===== config.mk =====
export PLATFORM = sky130hd
export DESIGN_NAME = i2cByteEvents
export DESIGN_NICKNAME = d
export VERILOG_FILES = /design/src/rtl/i2cEvtPkg.sv /design/src/rtl/i2cEvtCtrl.sv /design/src/rtl/i2cEvtPath.sv /design/src/rtl/i2cByteEvents.sv
export SDC_FILE = /design/constraint.sdc
export NUM_CORES = 1
export LEC_CHECK = 0
export BUFFER_PORTS_ARGS = -buffer_cell sky130_fd_sc_hd__buf_4
export CORE_AREA = 2 2 39 41
export CTS_CLUSTER_DIAMETER = 100
export DETAILED_ROUTE_END_ITERATION = 10
export DIE_AREA = 0 0 41 43
export GPL_TIMING_DRIVEN = 0
export PLACE_DENSITY = 0.3
export SYNTH_ARGS = -nofsm -noshare
export SYNTH_HDL_FRONTEND = slang
export SYNTH_SLANG_ARGS = --single-unit

===== constraint.sdc =====
create_clock -name clk -period 1.1 [get_ports clk]
set_clock_uncertainty 0.05 [all_clocks]
set_input_delay 0.11 -clock clk [delete_from_list [all_inputs] [get_ports clk]]
set_output_delay 0.11 -clock clk [all_outputs]
set_load 0.01 [all_outputs]

===== src/rtl/i2cEvtPkg.sv =====
package i2cEvtPkg;
  typedef struct packed {
    logic lastRise;
    logic lastFall;
    logic ackSeen;
    logic nackSeen;
  } evtStrobes_t;
endpackage


===== src/rtl/i2cEvtCtrl.sv =====
module i2cEvtCtrl
  import i2cEvtPkg::*;
#(
  parameter int DATA_BITS = 8,
  parameter int COUNT_W = $clog2(DATA_BITS + 2)
) (
  input  logic               sclRise,
  input  logic               sclFall,
  input  logic [COUNT_W-1:0] bitCount,
  input  logic               sdaIn,
  output evtStrobes_t        strobes
);
  localparam int LAST_BIT = DATA_BITS + 1;

  logic onLast;

  always_comb begin
    onLast = (bitCount == COUNT_W'(LAST_BIT));
    strobes.lastRise = onLast && sclRise;
    strobes.lastFall = onLast && sclFall;
    strobes.ackSeen  = onLast && sclRise && !sdaIn;
    strobes.nackSeen = onLast && sclRise && sdaIn;
  end
endmodule


===== src/rtl/i2cEvtPath.sv =====
module i2cEvtPath
  import i2cEvtPkg::*;
(
  input  logic        clk,
  input  logic        rstN,
  input  logic        modeSel,
  input  evtStrobes_t strobes,
  output logic        txIrq,
  output logic        rxIrq,
  output logic        dmaReq,
  output logic        rxLoad
);
  logic txNext, rxNext;

  always_comb begin
    if (modeSel) begin
      txNext = strobes.lastRise;
      rxNext = strobes.lastFall;
    end else begin
      txNext = strobes.nackSeen;
      rxNext = strobes.ackSeen;
    end
  end

  always_ff @(posedge clk or negedge rstN) begin
    if (!rstN) begin
      txIrq  <= 1'b0;
      rxIrq  <= 1'b0;
      dmaReq <= 1'b0;
      rxLoad <= 1'b0;
    end else begin
      txIrq  <= txNext;
      rxIrq  <= rxNext;
      dmaReq <= rxNext;
      rxLoad <= strobes.lastRise;
    end
  end
endmodule


===== src/rtl/i2cByteEvents.sv =====
module i2cByteEvents
  import i2cEvtPkg::*;
#(
  parameter int DATA_BITS = 8,
  parameter int COUNT_W = $clog2(DATA_BITS + 2)
) (
  input  logic               clk,
  input  logic               rstN,
  input  logic               sclRise,
  input  logic               sclFall,
  input  logic [COUNT_W-1:0] bitCount,
  input  logic               sdaIn,
  input  logic               modeSel,
  output logic               txIrq,
  output logic               rxIrq,
  output logic               dmaReq,
  output logic               rxLoad
);
  evtStrobes_t strobes;

  i2cEvtCtrl #(.DATA_BITS(DATA_BITS), .COUNT_W(COUNT_W)) uCtrl (
    .sclRise(sclRise), .sclFall(sclFall), .bitCount(bitCount),
    .sdaIn(sdaIn), .strobes(strobes)
  );

  i2cEvtPath uPath (
    .clk(clk), .rstN(rstN), .modeSel(modeSel), .strobes(strobes),
    .txIrq(txIrq), .rxIrq(rxIrq), .dmaReq(dmaReq), .rxLoad(rxLoad)
  );
endmodule


==> results.md <==
- DRT Pass-1 Iters: 2
- Relative slew slack: 0.895
- Row Count: 14
- Worst-Margin Slew: 0.156 ns
- Top cells by area, synth: dfrtp_1 59%, nand4bb_1 8.8%, or3b_1 6.9%
- Achievable frequency: 0.992 GHz
- Ys flop type: dfrtp_1
- CP most frequent cell: buf_4
- Port bufs: 13
- Final setup TNS: 0 ns
- Syn Area/Cell: 10.6 sq um
- Worst hold path class: primary input to flop
- Startpoint Class: flop
- Maxcap violations: 0
- Hold Violations, Final: 0
- CTS clk-pin slew, worst paths: 0.04 ns
- Unique masters post-synth: 9
- Hold path start: sclRise
- # DRC: 0
- First-pass GRT wire length: 489 microns
- Number of top-level pins: 14
- Asr flop ratio synth: 1.00
- CORE AREA: 1380 sq um
- Area Overhead vs Synth: 121%
- Final antenna-violating net count: 0
- Synth Cell Area: 128 sq um
- Final nets: 41
- CTS resizes: 0
- Via/cell ratio: 3.13
- H-tree depth: 1
- Final setup viols: 0
- Leak pwr: 0.149 nW
- Yosys warnings: 0
- Critical path's slowest cell: dfrtp_1
- Die area: 1760 sq um
- Hold_ws: 0.0816 ns
- Worst-path fanout max: 2
- Die Ht: 43 microns
- Via count: 144
- Status: finished clean
- Cts bufs inserted: 3
- Clock Path Buffers: 2
- Register bit total from synthesis: 3
- Worst VDD drop: 0.000180 V
- Vias in the first global route: 135
- Synth Instances: 12
- Clock tree sinks: 3
- CP Data Required Time: 0.94 ns
- Final Wtd Congestion: 0.535
- # diodes: 0
- Routed len/inst: 7.00 microns
- Worst setup EP type: output port
- Sequential fraction of the synthesis area: 0.588
- Post-synth EDFFs: 0
- Crit-path max cell delay: 0.36 ns
- Root Buffer: clkbuf_4
- CP top delay family: flip-flops
- Die W: 41 microns
- Slew Limit Fails: 0
- Fin crit period: 1.01 ns
- Largest net degree at the start of global routing: 4
- Hold endpoint: uPath.rxLoad
- RSZ-0062 raised after global routing: false
- Cells along the critical path: buf_4 -> buf_4
- Top cells by count, synth: 3 x dfrtp_1, 2 x nor2_1
- Initial antenna violation count: 0
- Postcts setup bufs: 0
- Worst Path Arrival: 0.85 ns
- Congestion Overflow GR: 0
- Initial Util: 0.0922
- Layout cells sized above 1: 0.567
- Synth area leader: dfrtp_1
- Pwr Density: 1230 nW/um^2
- Critical setup path kind: flop to output port
- Final period utilization: 0.916
- Syn nets: 22
- Hold depth: 3
- Overall Global Routing Usage: 0.0462
- First DRT Iteration DRCs: 1
- WP buf/inv: 2
- Most common cell in the netlist: dfrtp_1
- Post-synth top area share: 0.588
- CTS tree: done
- Number of hold buffers added after CTS: 1
- Post-Route WL: 322 microns
==> where the power goes <==
part | switching (mW) | internal (mW) | leakage, nW
combinational | 0.0122 | 0.0294 | 0.0925
clock | 0.0552 | 0.136 | 0.0150
sequential | 0.000461 | 0.113 | 0.0416
==> routing by layer <==
layer	global-route usage	routed length, microns	part of all wire	vias to the layer above
met5	0	0	0	-
met2	0.0438	122	0.38	14
met4	0.0600	0	0	0
li1	-	-	-	75
met1	0.0482	117	0.36	55
met3	0.0419	82	0.25	0
==> metrics by stage <==
step / power, mW / std cells / worst slack [ns] / utilization / area (sq um)
finish: 0.346 / 46 / 0.0921 / 0.203 / 282
global placement: 0.153 / 41 / 0.225 / 0.177 / 245
detailed placement: 0.154 / 41 / 0.234 / 0.177 / 245
global route: 0.374 / 46 / 0.0605 / 0.203 / 282
floorplan: 0.123 / 12 / 0.381 / - / 128
CTS: 0.359 / 46 / 0.0756 / 0.203 / 282
==> area by class of cell <==
| type | count | area (sq um) |
|---|---|---|
| tap | 16 | 20.0 |
| multi-input combinational | 7 | 41.3 |
| clock buffer | 4 | 26.3 |
| inverter | 1 | 3.75 |
| timing repair buffer | 14 | 108 |
| fill | 161 | 1100 |
| sequential | 3 | 75.1 |
| buffer | 1 | 7.51 |
==> worst min-delay path, stage by stage <==
cell    delay, ns
buf_4        0.11
inv_1        0.06
nor2_1       0.04
==> worst max-delay path by stage <==
stage	startpoint	endpoint	slack, ns	depth (start not counted)
final	uPath.rxIrq	rxIrq	0.09	2
after global routing	uPath.rxIrq	rxIrq	0.06	2
after CTS	uPath.rxIrq	rxIrq	0.08	2
after detailed placement	sdaIn	uPath.rxIrq	0.23	3
after global placement	sdaIn	uPath.rxIrq	0.22	3
after floorplan	sdaIn	uPath.rxIrq	0.38	2
==> cells in the final DEF (no fill, tap or decap), drive strengths merged <==
cell type,n
a21oi,1
buf,14
clkbuf,4
dfrtp,3
dlygate4sd3,1
inv,1
nand2,1
nand4bb,1
nor2,2
nor3,1
or3b,1
==> registers in the layout, indices dropped and copies added (netlist names) <==
name / flops
uPath.rxLoad: 1
uPath.txIrq: 1
uPath.rxIrq: 1
==> cell families (layout without fill, tap and decap cells) <==
kind of cell           Yosys count  in the layout  share of synthesized area
buffers and inverters            2             20                     0.0882
AND/OR/NAND/NOR                  6              6                      0.284
flip-flops                       3              3                      0.588
AO/OA/AOI/OAI                    1              1                     0.0392
Note: power is estimated with default switching activity, not from simulation.
